[config.mk]
export PLATFORM = sky130hd
export DESIGN_NAME = sram_lane_ctrl
export DESIGN_NICKNAME = d
export VERILOG_FILES = /design/src/rtl/sram_lane_pkg.sv /design/src/rtl/sram_wait_cnt.sv /design/src/rtl/sram_lane_map.sv /design/src/rtl/sram_lane_ctrl.sv
export SDC_FILE = /design/constraint.sdc
export NUM_CORES = 1
export LEC_CHECK = 0
export ABC_AREA = 0
export CAP_MARGIN = 20
export CORE_AREA = 2 2 70 85
export DETAILED_ROUTE_END_ITERATION = 7
export DIE_AREA = 0 0 72 87
export DONT_BUFFER_PORTS = 1
export GPL_ROUTABILITY_DRIVEN = 0
export GPL_TIMING_DRIVEN = 0
export PLACE_DENSITY = 0.76
export SLEW_MARGIN = 20
export SYNTH_ARGS = -nofsm -noshare
export SYNTH_HDL_FRONTEND = slang
export SYNTH_SLANG_ARGS = --single-unit
[constraint.sdc]
create_clock -name clk_i -period 2.4 [get_ports clk_i]
set_clock_uncertainty 0.2 [all_clocks]
set_input_delay 0.12 -clock clk_i [delete_from_list [all_inputs] [get_ports clk_i]]
set_output_delay 0.12 -clock clk_i [all_outputs]
set_load 0.01 [all_outputs]
[src/rtl/sram_lane_pkg.sv]
package sram_lane_pkg;
  typedef enum logic [2:0] {
    ST_IDLE,
    ST_RD,
    ST_WSETUP,
    ST_WPULSE,
    ST_WHOLD
  } ctrl_st_e;
endpackage

[src/rtl/sram_wait_cnt.sv]
module sram_wait_cnt #(
  parameter int WAIT_W = 4
) (
  input  logic              clk_i,
  input  logic              rst_ni,
  input  logic              load_i,
  input  logic [WAIT_W-1:0] len_i,
  output logic              done_o
);
  logic [WAIT_W-1:0] cnt_q;

  always_ff @(posedge clk_i or negedge rst_ni) begin
    if (!rst_ni)              cnt_q <= '0;
    else if (load_i)          cnt_q <= (len_i == '0) ? '0 : len_i - 1'b1;
    else if (cnt_q != '0)     cnt_q <= cnt_q - 1'b1;
  end

  assign done_o = (cnt_q == '0);

  a_r5_count_down: assert property (@(posedge clk_i) disable iff (!rst_ni)
    (!load_i && cnt_q != '0) |=> (cnt_q == WAIT_W'($past(cnt_q) - 1'b1)));
endmodule

[src/rtl/sram_lane_map.sv]
module sram_lane_map #(
  parameter int LANES  = 2,
  parameter int LANE_W = 8,
  localparam int DW    = LANES * LANE_W
) (
  input  logic [LANES-1:0] be_i,
  output logic [LANES-1:0] lanes_o,
  input  logic [LANES-1:0] mask_i,
  input  logic [DW-1:0]    dq_i,
  output logic [DW-1:0]    rdata_o
);
  assign lanes_o = (be_i == '0) ? '1 : be_i;

  for (genvar g = 0; g < LANES; g++) begin : g_lane
    assign rdata_o[g*LANE_W +: LANE_W] = mask_i[g] ? dq_i[g*LANE_W +: LANE_W] : '0;
  end
endmodule

[src/rtl/sram_lane_ctrl.sv]
module sram_lane_ctrl
  import sram_lane_pkg::*;
#(
  parameter int AW     = 19,
  parameter int LANES  = 2,
  parameter int LANE_W = 8,
  parameter int WAIT_W = 4,
  localparam int DW    = LANES * LANE_W
) (
  input  logic              clk_i,
  input  logic              rst_ni,
  input  logic              req_valid_i,
  output logic              req_ready_o,
  input  logic              req_write_i,
  input  logic [AW-1:0]     req_addr_i,
  input  logic [LANES-1:0]  req_be_i,
  input  logic [DW-1:0]     req_wdata_i,
  input  logic [WAIT_W-1:0] rd_wait_i,
  input  logic [WAIT_W-1:0] wr_wait_i,
  output logic              rsp_valid_o,
  output logic [DW-1:0]     rsp_rdata_o,
  output logic [AW-1:0]     mem_addr_o,
  output logic              mem_cs_no,
  output logic              mem_we_no,
  output logic              mem_oe_no,
  output logic [LANES-1:0]  mem_lane_no,
  output logic [DW-1:0]     mem_dq_o,
  output logic              mem_dq_oe_o,
  input  logic [DW-1:0]     mem_dq_i
);
  ctrl_st_e          st_q, st_d;
  logic [AW-1:0]     addr_q;
  logic [DW-1:0]     wdata_q, rdata_q, rdata_m;
  logic [LANES-1:0]  lanes_q, lanes_m;
  logic [WAIT_W-1:0] wr_wait_q, cnt_len;
  logic              rsp_q, accept, cnt_load, cnt_done;

  assign accept = req_valid_i && (st_q == ST_IDLE);

  sram_lane_map #(.LANES(LANES), .LANE_W(LANE_W)) u_map (
    .be_i    (req_be_i),
    .lanes_o (lanes_m),
    .mask_i  (lanes_q),
    .dq_i    (mem_dq_i),
    .rdata_o (rdata_m)
  );

  // read pulse loads at accept, write pulse loads in the setup clock
  assign cnt_load = (accept && !req_write_i) || (st_q == ST_WSETUP);
  assign cnt_len  = (st_q == ST_WSETUP) ? wr_wait_q : rd_wait_i;

  sram_wait_cnt #(.WAIT_W(WAIT_W)) u_cnt (
    .clk_i  (clk_i),
    .rst_ni (rst_ni),
    .load_i (cnt_load),
    .len_i  (cnt_len),
    .done_o (cnt_done)
  );

  always_comb begin
    st_d = st_q;
    unique case (st_q)
      ST_IDLE:   if (accept) st_d = req_write_i ? ST_WSETUP : ST_RD;
      ST_RD:     if (cnt_done) st_d = ST_IDLE;
      ST_WSETUP: st_d = ST_WPULSE;
      ST_WPULSE: if (cnt_done) st_d = ST_WHOLD;
      ST_WHOLD:  st_d = ST_IDLE;
      default:   st_d = ST_IDLE;
    endcase
  end

  always_ff @(posedge clk_i or negedge rst_ni) begin
    if (!rst_ni) begin
      st_q      <= ST_IDLE;
      addr_q    <= '0;
      wdata_q   <= '0;
      lanes_q   <= '0;
      wr_wait_q <= '0;
      rdata_q   <= '0;
      rsp_q     <= 1'b0;
    end else begin
      st_q  <= st_d;
      rsp_q <= (st_q == ST_RD) && cnt_done;
      if (accept) begin
        addr_q    <= req_addr_i;
        wdata_q   <= req_wdata_i;
        lanes_q   <= lanes_m;
        wr_wait_q <= wr_wait_i;
      end
      if ((st_q == ST_RD) && cnt_done) rdata_q <= rdata_m;
    end
  end

  assign req_ready_o = (st_q == ST_IDLE);
  assign rsp_valid_o = rsp_q;
  assign rsp_rdata_o = rdata_q;
  assign mem_addr_o  = addr_q;
  assign mem_cs_no   = (st_q == ST_IDLE);
  assign mem_lane_no = (st_q == ST_IDLE) ? '1 : ~lanes_q;
  assign mem_we_no   = (st_q != ST_WPULSE);
  assign mem_oe_no   = (st_q != ST_RD);
  assign mem_dq_oe_o = (st_q == ST_WSETUP) || (st_q == ST_WPULSE) || (st_q == ST_WHOLD);
  assign mem_dq_o    = wdata_q;

  a_r1_idle_released: assert property (@(posedge clk_i) disable iff (!rst_ni)
    req_ready_o |-> (mem_cs_no && mem_we_no && mem_oe_no && !mem_dq_oe_o && (&mem_lane_no)));
  a_r3_we_framed: assert property (@(posedge clk_i) disable iff (!rst_ni)
    !mem_we_no |-> (!mem_cs_no && !(&mem_lane_no)));
  a_r3_addr_stable: assert property (@(posedge clk_i) disable iff (!rst_ni)
    (!mem_cs_no && !$past(mem_cs_no)) |-> $stable(mem_addr_o));
  a_r4_we_setup: assert property (@(posedge clk_i) disable iff (!rst_ni)
    $fell(mem_we_no) |-> !$past(mem_cs_no));
  a_r4_we_hold: assert property (@(posedge clk_i) disable iff (!rst_ni)
    $rose(mem_we_no) |-> !mem_cs_no);
  a_r7_rsp_single: assert property (@(posedge clk_i) disable iff (!rst_ni)
    rsp_valid_o |=> !rsp_valid_o);
  a_r8_no_contention: assert property (@(posedge clk_i) disable iff (!rst_ni)
    !(mem_dq_oe_o && !mem_oe_no));
  a_r8_turnaround: assert property (@(posedge clk_i) disable iff (!rst_ni)
    $rose(mem_dq_oe_o) |-> $past(mem_oe_no));
endmodule

**Yosys cells after proc, flatten, opt, wreduce, memory -nomap -nowiden**

Cells that the tools add are included.

- Input port bits: 65
- RAM bits: 0
- Flip-flop bits (word level): 65
- Latch bits: 0
- Memory bits (read-only): 0
- Logic and storage cells: 47
- Memories kept: 0

- Divide/modulo/power cells: 0
- Reduce and logical (&&, ||, !) cells: 14
- Magnitude comparators: 0
- Shifts and indexed selects: 0
- Mux-type cells: 13
- Add/sub/neg operators: 2
- Bitwise operators: 1
- Equality and inequality tests: 9
- $mul: 0

Operators with widths:

| kind | count |
|---|---|
| $mux 4 | 4 |
| $mux 8 | 2 |
| $pmux 3 s4 | 1 |
| $mux 3 | 3 |
| $logic_not 4->1 | 2 |
| $sub 4x1->4 const B | 2 |
| $eq 3x2->1 const B | 2 |
| $mux 2 | 3 |
| $ne 2x2->1 const B | 2 |
| $reduce_bool 4->1 | 1 |
| $eq 3x1->1 const B | 1 |
| $eq 3x3->1 const B | 1 |
| $logic_and 1x1->1 | 3 |
| $logic_not 3->1 | 1 |
| $logic_or 1x1->1 | 3 |
| $ne 3x1->1 const B | 1 |
| $ne 3x2->1 const B | 1 |
| $reduce_and 3->1 | 1 |
| $logic_not 2->1 | 1 |
| $ne 2x1->1 const B | 1 |
| $not 2->2 | 1 |
| $reduce_bool 2->1 | 1 |
| $logic_not 1->1 | 1 |

**Longest topological paths before layout**

- Depth after elaboration: 5
- Gate-level depth with buffers: 7
- Gate-level depth less buffers: 6

**Cells and area by module**

Synthesis repeated with hierarchy kept, for this count alone.

- Cells, all modules: 201
- Area total of the unflattened synthesis: 2,865.2 µm²

Modules (own cells, without submodules):

| module | instances | cells each | area each (µm²) | sequential area each (µm²) |
|---|---|---|---|---|
| sram_lane_ctrl | 1 | 154 | 2,471.1 | 1,526.5 |
| sram_wait_cnt | 1 | 29 | 281.5 | 100.1 |
| sram_lane_map | 1 | 18 | 112.6 | 0.0 |

**Least setup slack after synthesis**

OpenSTA, ideal clock, no wires.

- Path type: flip-flop to flip-flop
- Start point: register u_cnt.cnt_q[0]
- End point: register rdata_q[10], in the netlist rsp_rdata_o[10]
- Arrival time: 1.395 ns
- Cell stages (with the launch flop): 8
- Library setup time: 0.133 ns
- Buffers on the path: 1
- Path slack: 0.672 ns
- Cells stage by stage: dfrtp_1 -> inv_1 -> ha_1 -> nor3b_4 -> nand3_1 -> buf_2 -> nand2_1 -> o21ai_0

- Cells in the longest elaborated chain, start to end: 2

Ends and longest elaborated chain:

| item | RTL line | text |
|---|---|---|
| from (decl) | sram_wait_cnt.sv:10 | `logic [WAIT_W-1:0] cnt_q;` |
| from (signal assigned) | sram_wait_cnt.sv:14 | `else if (load_i) cnt_q <= (len_i == '0) ? '0 : len_i - 1'b1;` |
| from (signal assigned) | sram_wait_cnt.sv:15 | `else if (cnt_q != '0) cnt_q <= cnt_q - 1'b1;` |
| $logic_not 4->1 | sram_wait_cnt.sv:18 | `assign done_o = (cnt_q == '0);` |
| $logic_and 1x1->1 | sram_lane_ctrl.sv:90 | `if ((st_q == ST_RD) && cnt_done) rdata_q <= rdata_m;` |
| to (signal assigned) | sram_lane_ctrl.sv:90 |  |
| to (decl) | sram_lane_ctrl.sv:33 | `logic [DW-1:0] wdata_q, rdata_q, rdata_m;` |

Every way passes these cells.
A chain may end at the register's enable or synchronous reset.

**Worst setup path after layout**

- Start point: register u_cnt.cnt_q[0]
- End point: register st_q[1]

- Cells in the longest elaborated chain, start to end: 3
- Elaborated cells between the ends (all ways): 4
- Those cells by class: 2 x eq/ne; 2 x reduce/logical

Ends and longest elaborated chain:

| item | RTL line | text |
|---|---|---|
| $logic_not 4->1 * | sram_wait_cnt.sv:18 |  |
| $ne 2x2->1 (no source line) | - |  |
| $reduce_and 3->1 (no source line) * | - |  |
| to (signal assigned) | sram_lane_ctrl.sv:82 | `st_q <= st_d;` |
| to (decl) | sram_lane_ctrl.sv:31 | `ctrl_st_e st_q, st_d;` |

Mark *: on every way between the ends. The rest lies on a longest branch, timed or not.

==> qor.csv <==
metric,value,unit
worst reg2reg setup slack,230,ps
n_diodes,0,
WHS,66.6,ps
"Distinct cells, synth",39,
GRT Util Overall,0.215,
commonest cells in the netlist,"65 x dfrtp_1, 40 x nand2_1, 36 x mux2_4, 20 x o21ai_0, 9 x inv_1",
max_cap viols,0,
post-synth net total,299,
Crit. End Element,flip-flop,
Hold Path Sink,u_cnt.cnt_q[2],
H-tree Lvls,3,
Synth top area share,0.557,
cell area after placement,0.00300,mm2
required time worst endpoint,2400,ps
DP HPWL,3970,um
cell count after synthesis,233,
Pwr Total,4.65,mW
num rows,30,
DRC viols,0,
Antenna Nets Post-Route,0,
IO Count,124,
Synth async-reset ratio,1.00,
Synth warnings,0,
Die Area,0.00626,mm2
crit-path max FO,7,
worst r2r src,u_cnt.cnt_q[0],
area delta synth->final,33.5,%
Root Buffer Master,clkbuf_8,
Die Y,87,um
R2R depth,7,
final setup violation count,0,
largest net degree at the start of global routing,66,
vias in the first global route,2141,
clk buf depth,2,
sequential element share of the synthesized area,0.557,
FILL cells,384,
Synth Flop Type,dfrtp_1,
Hold Path Stages,4,
min-delay src,rd_wait_i[1],
cts bufs inserted,9,
Post-Route Utilization,0.706,
drt wl/cell,17.4,um
"CTS clk-pin slew, worst paths",70,ps
initial DRC count,75,
VDD IR max,666,uV
Seq cells post-synth,65,
initial antenna violation count,0,
first-pass GRT wire length,10200,um
final hold viol count,0,
first drt pass iteration count,4,
Slew @ Worst Pin,494,ps
Sequential cell area,0.00163,mm2
CTS tree,built,
vias post-DR,2027,
Leak,1.80,nW
min-delay worst type,input pin to flip-flop,
most common cell in the netlist,dfrtp_1,
max-slew violations,0,
Tcrit/Tclk final,0.903,
layout cells sized above 1,0.220,
post-route minimum period,2170,ps
drt total wl,6650,um
setup_tns,0,ps
Initial Util,0.529,
cts repair resizes,0,
drt via density,5.31,
reg2reg end,st_q[1],
nets@finish,380,
area of the multi-input gates,0.00116,mm2
Rel. slew slack,0.670,
clk_lat worst skew,320,ps
final instance area,0.00390,mm2
Worst Path Arrival,2170,ps
Syn Area/Cell,12.5,um2
CP Class,flip-flop to flip-flop,
IO Port Bufs,0,
CTS sink cnt,65,
chip width,72,um
core area,0.00552,mm2
Post-synth EDFFs,0,
crit start category,flip-flop,
outcome,"complete, no violations",
FMAX,461,MHz
Cell Pwr Density,1190,mW/mm2
grt ovf,0,
Synth area leaders,"dfrtp_1 56%, mux2_4 19%, nand2_1 5.1%",
RSZ-0062 raised after global routing,no,
post-synth top area cell,dfrtp_1,
"Cell Area, Synth",0.00292,mm2
-- kinds of logic after synthesis --
kind of cell / share of synthesized area
DFF: 0.557
AOI/OAI and AO/OA: 0.0746
muxes: 0.211
and+or+nand+nor: 0.104
adders and majority gates: 0.00429
buffers and inverters: 0.0459
xor gates and xnor gates: 0.00300
-- worst max-delay path by stage --
stage                               from  slack [ps]  depth (start not counted)               to
after floorplan           u_cnt.cnt_q[0]         670                          7  rsp_rdata_o[10]
after global placement    u_cnt.cnt_q[0]         390                          7  rsp_rdata_o[10]
after detailed placement  u_cnt.cnt_q[0]         310                          6  rsp_rdata_o[10]
after CTS                 u_cnt.cnt_q[0]         230                          7          st_q[1]
after global routing      u_cnt.cnt_q[0]          30                          6  rsp_rdata_o[10]
final                     u_cnt.cnt_q[0]         230                          7          st_q[1]
-- stage by stage --
stage	cells	setup slack [ps]
2_1_floorplan	233	672
3_3_place_gp	297	391
3_5_place_dp	297	309
4_1_cts	382	225
5_1_grt	382	31.9
6_report	382	233
-- report_power, final --
part	total, mW	switching, mW	internal (mW)
clock network	0.827	0.402	0.425
logic	1.56	0.660	0.902
registers	2.26	0.632	1.63
total	4.65	1.69	2.95
-- flip-flops by register name, summed over array words and instances (netlist names) --
name / flops
lanes_q: 2
mem_addr_o: 19
mem_dq_o: 16
rsp_rdata_o: 16
rsp_valid_o: 1
st_q: 3
u_cnt.cnt_q: 4
wr_wait_q: 4
-- cells in the final DEF (no fill, tap or decap), types with 2 or more instances in the layout --
master and instances:
a211oi_1 2, a21oi_1 3, a31oi_1 2, buf_2 2, buf_6 6, clkbuf_1 3
clkbuf_8 11, clkinvlp_4 2, dfrtp_1 65, dlygate4sd3_1 69, inv_1 9, mux2_2 4
mux2_4 36, mux2i_1 3, nand2_1 40, nand3_1 2, nor2_1 6, nor3_1 3
o21ai_0 20, o21ai_1 4, or3_1 2
-- metal layers --
layer,vias to the layer above,track usage,part of all wire
li1,952,-,-
met1,979,0.243,0.39
met2,82,0.380,0.54
met3,14,0.0532,0.061
met4,0,0.0943,0.018
met5,-,0,0
-- cell type report --
| class | count | area share |
|---|---|---|
| Buffer | 13 | 0.0257 |
| Clock buffer | 11 | 0.0389 |
| Clock inverter | 4 | 0.00739 |
| Inverter | 9 | 0.00867 |
| Multi-Input combinational cell | 146 | 0.297 |
| Sequential cell | 65 | 0.417 |
| Tap cell | 64 | 0.0206 |
| Timing Repair Buffer | 70 | 0.184 |
-- what timing repair did --
action | in CTS | in global routing
hold buffers | 70 | 0
setup buffers | 0 | 0
endpoints found under the hold margin | 128 | 0
-- critical path: stages (launching register included) --
cell and delay (ps):
dfrtp_1 370, inv_1 80, ha_1 210, nor3b_4 340, nand2_1 100, a32oi_1 140
dlygate4sd3_1 570, nor2_1 40
Power figures use the tool's default switching activity.
